`src/rtl/txn_order_pkg.sv`:
```
package txn_order_pkg;

    typedef enum logic [1:0] {
        K_PWR  = 2'd0,
        K_RREQ = 2'd1,
        K_CFGC = 2'd2,
        K_RDC  = 2'd3
    } kind_e;

    localparam int NQ = 3;

    // queue 0: posted writes, 1: read requests, 2: both completion kinds
    function automatic logic [1:0] queue_of(kind_e k);
        case (k)
            K_PWR:   return 2'd0;
            K_RREQ:  return 2'd1;
            default: return 2'd2;
        endcase
    endfunction

endpackage

```
`src/rtl/txn_order_fifo.sv`:
```
module txn_order_fifo #(
    parameter int W     = 10,
    parameter int DEPTH = 4
) (
    input  logic         clk,
    input  logic         rst_n,
    input  logic         push,
    input  logic [W-1:0] wdata,
    input  logic         pop,
    output logic         empty,
    output logic         full,
    output logic [W-1:0] head
);
    localparam int PW = (DEPTH > 1) ? $clog2(DEPTH) : 1;
    localparam int CW = $clog2(DEPTH + 1);

    typedef struct packed {
        logic [DEPTH-1:0][W-1:0] mem;
        logic [PW-1:0]           rp;
        logic [PW-1:0]           wp;
        logic [CW-1:0]           cnt;
    } fifo_st_t;

    fifo_st_t st_d, st_q;

    always_comb begin
        st_d = st_q;
        if (push) begin
            st_d.mem[st_q.wp] = wdata;
            st_d.wp = (st_q.wp == PW'(DEPTH - 1)) ? '0 : st_q.wp + 1'b1;
        end
        if (pop) begin
            st_d.rp = (st_q.rp == PW'(DEPTH - 1)) ? '0 : st_q.rp + 1'b1;
        end
        st_d.cnt = st_q.cnt + CW'(push) - CW'(pop);
    end

    always_ff @(posedge clk) begin
        if (!rst_n) st_q <= '0;
        else        st_q <= st_d;
    end

    assign empty = (st_q.cnt == '0);
    assign full  = (st_q.cnt == CW'(DEPTH));
    assign head  = st_q.mem[st_q.rp];

endmodule

```
`src/rtl/txn_order_judge.sv`:
```
module txn_order_judge
    import txn_order_pkg::*;
#(
    parameter int STAMP_W = 8,
    parameter int SLOTS   = 8
) (
    input  logic                             split_mode,
    input  logic [NQ-1:0]                    hv,
    input  logic [NQ-1:0][STAMP_W-1:0]       hs,
    input  kind_e                            ck,
    input  logic [SLOTS-1:0]                 fv,
    input  logic [SLOTS-1:0][1:0]            fk,
    input  logic [SLOTS-1:0][STAMP_W-1:0]    fs,
    output logic                             pick_v,
    output logic [NQ-1:0]                    pick_oh
);
    localparam int HALF = 1 << (STAMP_W - 1);

    // a is older than b when a - b wraps into the upper half
    function automatic logic older(input logic [STAMP_W-1:0] a, input logic [STAMP_W-1:0] b);
        return STAMP_W'(a - b) >= STAMP_W'(HALF);
    endfunction

    logic [NQ-1:0] fw, fr, fc, fd, el;
    logic          cblk;
    logic [STAMP_W-1:0] best;

    always_comb begin
        fw = '0; fr = '0; fc = '0; fd = '0;
        for (int q = 0; q < NQ; q++) begin
            for (int i = 0; i < SLOTS; i++) begin
                if (fv[i] && older(fs[i], hs[q])) begin
                    case (fk[i])
                        K_PWR:   fw[q] = 1'b1;
                        K_RREQ:  fr[q] = 1'b1;
                        K_CFGC:  fc[q] = 1'b1;
                        default: fd[q] = 1'b1;
                    endcase
                end
            end
        end

        // writes wait only for older writes
        el[0] = hv[0] && !fw[0];
        // reads wait for older writes and older reads
        el[1] = hv[1] && !fw[1] && !fr[1] && !(hv[0] && older(hs[0], hs[1]));
        // completions wait for older writes in every mode
        cblk = fw[2] || (hv[0] && older(hs[0], hs[2]));
        if (ck == K_CFGC) cblk = cblk || (split_mode && fd[2]);
        else              cblk = cblk || (split_mode && (fd[2] || fc[2]));
        el[2] = hv[2] && !cblk;

        // oldest eligible head wins
        pick_v  = 1'b0;
        pick_oh = '0;
        best    = '0;
        for (int q = 0; q < NQ; q++) begin
            if (el[q] && (!pick_v || older(hs[q], best))) begin
                pick_v  = 1'b1;
                pick_oh = NQ'(1) << q;
                best    = hs[q];
            end
        end
    end

endmodule

```
`src/rtl/txn_order_arb.sv`:
```
module txn_order_arb
    import txn_order_pkg::*;
#(
    parameter int STAMP_W = 8,
    parameter int SLOTS   = 8,
    parameter int QDEPTH  = 4
) (
    input  logic                        clk,
    input  logic                        rst_n,
    input  logic                        split_mode,
    input  logic                        enq_valid,
    input  logic [1:0]                  enq_kind,
    output logic                        enq_ready,
    output logic                        tok_valid,
    output logic [1:0]                  tok_kind,
    output logic [$clog2(SLOTS)-1:0]    tok_tag,
    output logic [STAMP_W-1:0]          tok_stamp,
    input  logic                        done_valid,
    input  logic [$clog2(SLOTS)-1:0]    done_tag
);
    localparam int TW   = $clog2(SLOTS);
    localparam int CW   = $clog2(SLOTS + 1);
    localparam int DW   = STAMP_W + 2;
    localparam int HALF = 1 << (STAMP_W - 1);

    typedef struct packed {
        logic [SLOTS-1:0]              fv;
        logic [SLOTS-1:0][1:0]         fk;
        logic [SLOTS-1:0][STAMP_W-1:0] fs;
        logic [STAMP_W-1:0]            stamp;
        logic [CW-1:0]                 cnt;
        logic                          tv;
        logic [1:0]                    tk;
        logic [TW-1:0]                 tt;
        logic [STAMP_W-1:0]            ts;
    } arb_st_t;

    arb_st_t st_d, st_q;

    logic [NQ-1:0][DW-1:0]      hd;
    logic [NQ-1:0][STAMP_W-1:0] hs;
    logic [NQ-1:0]              qe, qf, qpush, qpop, pick_oh;
    logic                       pick_v, enq_fire, done_hit, grant, free_ok;
    logic [TW-1:0]              free_idx;
    logic [STAMP_W-1:0]         age, maxage;
    logic [1:0]                 qsel;

    generate
        for (genvar g = 0; g < NQ; g++) begin : g_q
            txn_order_fifo #(.W(DW), .DEPTH(QDEPTH)) u_fifo (
                .clk   (clk),
                .rst_n (rst_n),
                .push  (qpush[g]),
                .wdata ({enq_kind, st_q.stamp}),
                .pop   (qpop[g]),
                .empty (qe[g]),
                .full  (qf[g]),
                .head  (hd[g])
            );
            assign hs[g] = hd[g][STAMP_W-1:0];
        end
    endgenerate

    txn_order_judge #(.STAMP_W(STAMP_W), .SLOTS(SLOTS)) u_judge (
        .split_mode (split_mode),
        .hv         (~qe),
        .hs         (hs),
        .ck         (kind_e'(hd[2][DW-1:STAMP_W])),
        .fv         (st_q.fv),
        .fk         (st_q.fk),
        .fs         (st_q.fs),
        .pick_v     (pick_v),
        .pick_oh    (pick_oh)
    );

    always_comb begin
        st_d = st_q;

        // lowest free in-flight slot
        free_ok  = 1'b0;
        free_idx = '0;
        for (int i = SLOTS - 1; i >= 0; i--) begin
            if (!st_q.fv[i]) begin
                free_ok  = 1'b1;
                free_idx = TW'(i);
            end
        end

        // distance from next stamp back to the oldest outstanding one
        maxage = '0;
        age    = '0;
        for (int i = 0; i < SLOTS; i++) begin
            if (st_q.fv[i]) begin
                age = st_q.stamp - st_q.fs[i];
                if (age > maxage) maxage = age;
            end
        end
        for (int q = 0; q < NQ; q++) begin
            if (!qe[q]) begin
                age = st_q.stamp - hs[q];
                if (age > maxage) maxage = age;
            end
        end

        qsel      = queue_of(kind_e'(enq_kind));
        enq_ready = (st_q.cnt < CW'(SLOTS)) && !qf[qsel] && (maxage < STAMP_W'(HALF));
        enq_fire  = enq_valid && enq_ready;
        grant     = pick_v && free_ok;
        done_hit  = done_valid && st_q.fv[done_tag];

        for (int q = 0; q < NQ; q++) begin
            qpush[q] = enq_fire && (qsel == 2'(q));
            qpop[q]  = grant && pick_oh[q];
        end

        st_d.tv = grant;
        if (done_hit) st_d.fv[done_tag] = 1'b0;
        if (grant) begin
            for (int q = 0; q < NQ; q++) begin
                if (pick_oh[q]) begin
                    st_d.tk = hd[q][DW-1:STAMP_W];
                    st_d.ts = hs[q];
                end
            end
            st_d.tt = free_idx;
            st_d.fv[free_idx] = 1'b1;
            st_d.fk[free_idx] = st_d.tk;
            st_d.fs[free_idx] = st_d.ts;
        end

        if (enq_fire) st_d.stamp = st_q.stamp + 1'b1;
        st_d.cnt = st_q.cnt + CW'(enq_fire) - CW'(done_hit);
    end

    always_ff @(posedge clk) begin
        if (!rst_n) st_q <= '0;
        else        st_q <= st_d;
    end

    assign tok_valid = st_q.tv;
    assign tok_kind  = st_q.tk;
    assign tok_tag   = st_q.tt;
    assign tok_stamp = st_q.ts;

    logic [SLOTS-1:0]   infl_v;
    logic [CW-1:0]      out_cnt;
    logic [STAMP_W-1:0] stamp_now;
    assign infl_v    = st_q.fv;
    assign out_cnt   = st_q.cnt;
    assign stamp_now = st_q.stamp;

endmodule

```
`config.mk`:
```
export PLATFORM = sky130hd
export DESIGN_NAME = txn_order_arb
export DESIGN_NICKNAME = d
export VERILOG_FILES = /design/src/rtl/txn_order_pkg.sv /design/src/rtl/txn_order_fifo.sv /design/src/rtl/txn_order_judge.sv /design/src/rtl/txn_order_arb.sv
export SDC_FILE = /design/constraint.sdc
export NUM_CORES = 1
export LEC_CHECK = 0
export ABC_AREA = 1
export CAP_MARGIN = 15
export CORE_UTILIZATION = 54
export DETAILED_ROUTE_END_ITERATION = 12
export HOLD_SLACK_MARGIN = 0.05
export PLACE_DENSITY = 0.84
export SYNTH_ARGS = -nofsm -noshare
export SYNTH_HDL_FRONTEND = slang
export SYNTH_SLANG_ARGS = --single-unit
```
`constraint.sdc`:
```
create_clock -name clk -period 16.8 [get_ports clk]
set_input_delay 1.68 -clock clk [delete_from_list [all_inputs] [get_ports clk]]
set_output_delay 1.68 -clock clk [all_outputs]
set_load 0.02 [all_outputs]
```
After elaboration in Yosys (flattened, before gate mapping). Cells that the tools add are included.

Multiplexer cells: 187. Equality and inequality tests: 29. Div/mod/pow operators: 0. Bitwise logic cells: 4. Reductions and logical operators: 86. Multiply operators: 0. $add $sub $neg: 54. Shift-type cells: 0. Order comparisons: 55.

Operator list (number): $sub A8 B8 Y8 (39); $mux W8 (30); $ge A8 B8 Y1 const B (28); $bwmux W40 (3); $mux W1 (111); $mux W88 (1); $gt A8 B8 Y1 (10); $bwmux W64 (1); $bmux W10 S2 (3); $demux W10 S2 (3); $mux W10 (6); $logic_and A1 B1 Y1 (51); $eq A2 B2 Y1 const B (16); $mux W3 (9); $demux W8 S3 (1); $mux W2 (12); $reduce_or A3 Y1 (8); $lt A2 B3 Y1 const B (7); $eq A2 B1 Y1 const B (10); $logic_not A2 Y1 (10); $bwmux W16 (1); $add A2 B1 Y2 const B (6); $add A3 B1 Y3 (3); $eq A3 B3 Y1 const B (3); 22 further kinds (43).

Word-level logic and storage cells: 459. Memories: 0. Memory bits (writable): 0. ROM bits: 0. Input port bits: 10. Bits in registers: 255. Bits in latches: 0. Output and inout bits: 15.

Logic depth before layout (Yosys ltp).
Depth after elaboration: 40. Depth in mapped cells: 127. Mapped depth without buffers: 121.

By module. From an unflattened synthesis, not the netlist that was laid out.

Cell total of the unflattened synthesis: 3253. Area, all modules: 22444.0 um^2.

By module, submodules not included: txn_order_arb (cells each 1509, instances 1, area each 10520.1 um^2, sequential area each 2282.2 um^2); txn_order_judge (cells each 868, instances 1, area each 5666.7 um^2, sequential area each 0.0 um^2); txn_order_fifo at g_q[0].u_fifo ... (cells each 292, instances 2, area each 2087.0 um^2, sequential area each 940.9 um^2); txn_order_fifo at g_q[2].u_fifo (cells each 292, instances 1, area each 2083.2 um^2, sequential area each 940.9 um^2).

Worst setup path before layout. Ideal clock, no wire load.

Kind: register to output. Start point: reg st_q (netlist bit stamp_now[1]). End point: out enq_ready. Data required time: 15.120 ns. Buffers on the path: 8. Arrival time: 14.877 ns. Stages on the path, launching flop included: 102. Slack: 0.243 ns. Path through: dfxtp_1 -> inv_1 -> buf_2 -> fa_1 -> inv_1 -> nand3_1 -> and2_1 -> nor2_1 -> nor2_1 -> nor2_1 -> nor2_1 -> nand2_1 -> nand3_1 -> ha_1 -> nand2_1 -> nor2_1 -> a21oi_1 -> nand2_2 -> [... 66 more ...] -> ha_1 -> a21oi_1 -> o21ai_0 -> nand2_1 -> o211ai_1 -> nand2_1 -> inv_1 -> nand2_1 -> nand2_1 -> ha_1 -> nand2_1 -> nor3_1 -> nand3_1 -> nand3_1 -> inv_1 -> a21oi_1 -> nand2_1 -> inv_1.

Longest elaborated chain between the ends: 36. Elaborated cells on any way between the ends: 46. Those cells by class: 11 x add/sub; 12 x order compare; 22 x mux; 1 x reduce/logical.

RTL lines: start, declared (line txn_order_arb.sv:38) `arb_st_t st_d, st_q;`; start signal, assigned (line txn_order_arb.sv:137) `else st_q <= st_d;`; $sub A8 B8 Y8 (line txn_order_arb.sv:94) `age = st_q.stamp - st_q.fs[i];`; $gt A8 B1 Y1 (line txn_order_arb.sv:95) `if (age > maxage) maxage = age;`; $mux W8 (line txn_order_arb.sv:95); $mux W8 (line txn_order_arb.sv:93) `if (st_q.fv[i]) begin`; $gt A8 B8 Y1 (line txn_order_arb.sv:95); $mux W8 (line txn_order_arb.sv:95); $mux W8 (line txn_order_arb.sv:93); $gt A8 B8 Y1 (line txn_order_arb.sv:95); [... 20 more ...]; $gt A8 B8 Y1 (line txn_order_arb.sv:101) `if (age > maxage) maxage = age;`; $mux W8 (line txn_order_arb.sv:101); $mux W8 (line txn_order_arb.sv:99) `if (!qe[q]) begin`; $gt A8 B8 Y1 (line txn_order_arb.sv:101); $mux W8 (line txn_order_arb.sv:101); $mux W8 * (line txn_order_arb.sv:99); $lt A8 B8 Y1 * (line txn_order_arb.sv:106) `enq_ready = (st_q.cnt < CW'(SLOTS)) && !qf[qsel] && (maxage < STAMP_W'(HALF));`; $logic_and A1 B1 Y1 * (line txn_order_arb.sv:106); end, declared (line txn_order_arb.sv:13) `output logic enq_ready,`.

Mark *: on every way between the ends. The rest lies on a longest branch, timed or not.

Final worst setup path.
Start point: reg st_q[28] (netlist name). End point: out enq_ready.

Longest elaborated chain between the ends: 36.

RTL lines (line): $sub A8 B8 Y8 * (txn_order_arb.sv:94); $gt A8 B1 Y1 (txn_order_arb.sv:95); $mux W8 * (txn_order_arb.sv:95); $mux W8 * (txn_order_arb.sv:93); $gt A8 B8 Y1 (txn_order_arb.sv:95); $mux W8 (txn_order_arb.sv:95); $mux W8 * (txn_order_arb.sv:93); $gt A8 B8 Y1 (txn_order_arb.sv:95); [... 20 more ...]; $gt A8 B8 Y1 (txn_order_arb.sv:101); $mux W8 (txn_order_arb.sv:101); $mux W8 * (txn_order_arb.sv:99); $gt A8 B8 Y1 (txn_order_arb.sv:101); $mux W8 (txn_order_arb.sv:101); $mux W8 * (txn_order_arb.sv:99); $lt A8 B8 Y1 * (txn_order_arb.sv:106); $logic_and A1 B1 Y1 * (txn_order_arb.sv:106).

Marks and branches as above.

==> impl_metrics.ini <==
[synthesis]
syn_area_sq_um = 22300
ys.flop_type = dfxtp_1
synth_nets = 3575
seq_area_frac_synth_pct = 22.9
synth.avg_cell_area_sq_um = 7.02
ys_ff_latch = 255
ys_types = 61
synth_edf_count = 0
ys_warn_count = 0
ys_async_sr_fraction_pct = 0
synthCells = 3175

[timing]
timing.final.crit_share_pct = 94.1
finalCriticalPeriod_ns = 15.80
fmax_ghz = 0.0633
final_max_slew_viol_count = 0
worst_pin_slew_ns = 1.19
finalHoldViolations = 0
finalSetupViolCount = 0
maxSlewHeadroom_pct = 20.0
fin_worst_skew_ns = 0.0116

[place]
dp_hpwl_mm = 47.4
gp_congestion = 1.03
port_buffers = 24

[floorplan]
initial_core_util_pct = 54.7
rows = 74
die_h_um = 205
io_pins = 25
die_w_um = 205
core-area_sq_um = 40700
die_area_sq_um = 42100

[setup_path]
crit_fanout = 16
endpoint_kind = output port
slowest_stage = ha_2
crit_arrival_ns = 14.12
crit_required_ns = 15.12
critPathLaunchType = flip-flop
critPathKind = flip-flop to output port
critPathMaxStageDelay_ns = 0.36
cpMostUsedCell = nand2_1

[clock_tree]
clkTransAtPathRegs_ns = 0.06
clockBufferDepth = 3
cts_tree = yes
numCtsBuffers = 28
h-tree-depth = 1
clock_tree.root_cell = clkbuf_16
cts_hold_buf = 0
clkLatencyLatePin_ns = 0.56
cts.sinks = 255

[cells_and_area]
layout_common_cells = 491 x nand2_1, 411 x inv_1, 374 x ha_1, 353 x nor2_1, 326 x a21oi_1
layout_commonest_cell = nand2_1
antenna_cells = 0
fill_cells = 3700
syn2layout_area_growth_pct = 8.47
post-route-util_pct = 59.3
drive_above_1_share_pct = 6.79
design.final.nets = 3558

[global_route]
antenna_found_initial = 0
grt_max_degree = 96
grtUsageTotal_pct = 31.5
grt_pass1_wl_mm = 105
grt_pass1_vias = 19900
overflow = 0

[route]
drtIter0Drc = 1991
totalWireLength_mm = 67.0
viasPerCell = 5.80
ant_nets = 0
dr.pass1.iters = 6
wire_per_inst_um = 18.1
drcViolationCount = 0
vias = 21500

[flow_run]
cap_violations = 0

[run_status]
status = finished clean

[hold_path]
hold_path.class = flip-flop to flip-flop
-- final timing paths --
| check | from | slack [ns] | end | cells past startpoint |
|---|---|---|---|---|
| worst min register to register | g_q[0].u_fifo.st_q[46]$_SDFFE_PN0P_ | 0.43 | g_q[0].u_fifo.st_q[46]$_SDFFE_PN0P_ | 2 |
| worst max register to register | st_q[28]$_SDFFE_PN0P_ | 1.63 | g_q[1].u_fifo.st_q[2]$_SDFF_PN0_ | 104 |
| worst min-delay path | g_q[0].u_fifo.st_q[46]$_SDFFE_PN0P_ | 0.43 | g_q[0].u_fifo.st_q[46]$_SDFFE_PN0P_ | 2 |
| worst max-delay path | st_q[28]$_SDFFE_PN0P_ | 1.0 | enq_ready | 99 |
-- routing by layer --
layer | up-vias | routed length (um) | global-route usage, %
li1 | 10500 | - | -
met1 | 9822 | 28000 | 40.7
met2 | 952 | 30100 | 51.1
met3 | 231 | 5500 | 4.39
met4 | 0 | 3440 | 15.8
met5 | - | 0 | 0
-- final cells by class --
class / count / area (sq um) / area share, %
multi-input cells: 2379 / 15200 / 63.1
flip-flops and latches: 255 / 5100 / 21.1
inverters: 421 / 1590 / 6.56
clock buffers: 33 / 739 / 3.06
well taps: 532 / 666 / 2.75
repair buffers: 73 / 613 / 2.54
clock inverters: 19 / 218 / 0.901
-- critical path: cells and delay by family, from the launching register on --
family          cells  cell delay (ns)
buf+inv            11             0.98
simple gates       56             5.56
fa+ha+maj          11             3.45
compound gates     21             3.20
flops               1             0.33
-- logic make-up after synthesis --
family	after synthesis	synth area share [%]
compound gates	715	18.0
xor+xnor	120	4.72
fa+ha+maj	390	22.4
buf+inv	547	9.72
flops	255	22.9
simple gates	1148	22.3
-- Yosys cell counts (all sizes together) (3+ instances only) --
cell type,count,area (sq um)
or2,6,37.5
a41oi,4,50.1
o221ai,4,35.0
xnor2,30,263
a32oi,22,193
inv,417,1570
o21bai,19,143
o22ai,8,50.1
and2,8,50.1
nand3,193,1010
nand2,514,1970
clkinv,4,15.0
ha,375,4690
a21oi,329,1650
fa,15,300
o21a,17,128
nor2,376,1560
o211ai,3,22.5
a32o,3,30.0
buf,53,310
nand4,17,151
nor3,28,140
a21o,3,22.5
o21ai,261,1310
xor2,90,788
a31oi,7,43.8
dfxtp,255,5100
a211oi,8,60.1
o221a,14,158
clkbuf,73,275
a311oi,3,26.3
-- registers in the layout, indices dropped and copies added, names as in the netlist --
signal           flops
tok_stamp            8
out_cnt              4
infl_v               8
g_q.u_fifo.st_q    141
st_q                80
tok_tag              3
stamp_now            8
tok_kind             2
tok_valid            1
-- repair_timing --
| item | in CTS | in global routing |
|---|---|---|
| pin swaps | 2 | 22 |
| setup buffers | 2 | 10 |
| gates cloned | 2 | 4 |
| endpoints found under the hold margin | 0 | 0 |
| resized for setup | 44 | 67 |
| endpoints found under the setup margin | 1 | 109 |
-- through the flow --
stage	setup WS [ns]	cells	hold WS, ns	TNS [ns]	area, sq um
finish	0.997	3712	0.428	0	24200
global route	-0.200	3712	0.448	-0.200	24200
CTS	0.0191	3698	0.428	0	23900
detailed placement	-0.555	3642	0.417	-0.555	22900
global placement	-0.106	3642	0.416	-0.106	22900
floorplan	0.243	3175	0.409	0	22300
Power is left out: the tool's default activity adds up to more than one toggle a clock period on the data nets, which glitch-free logic cannot reach.
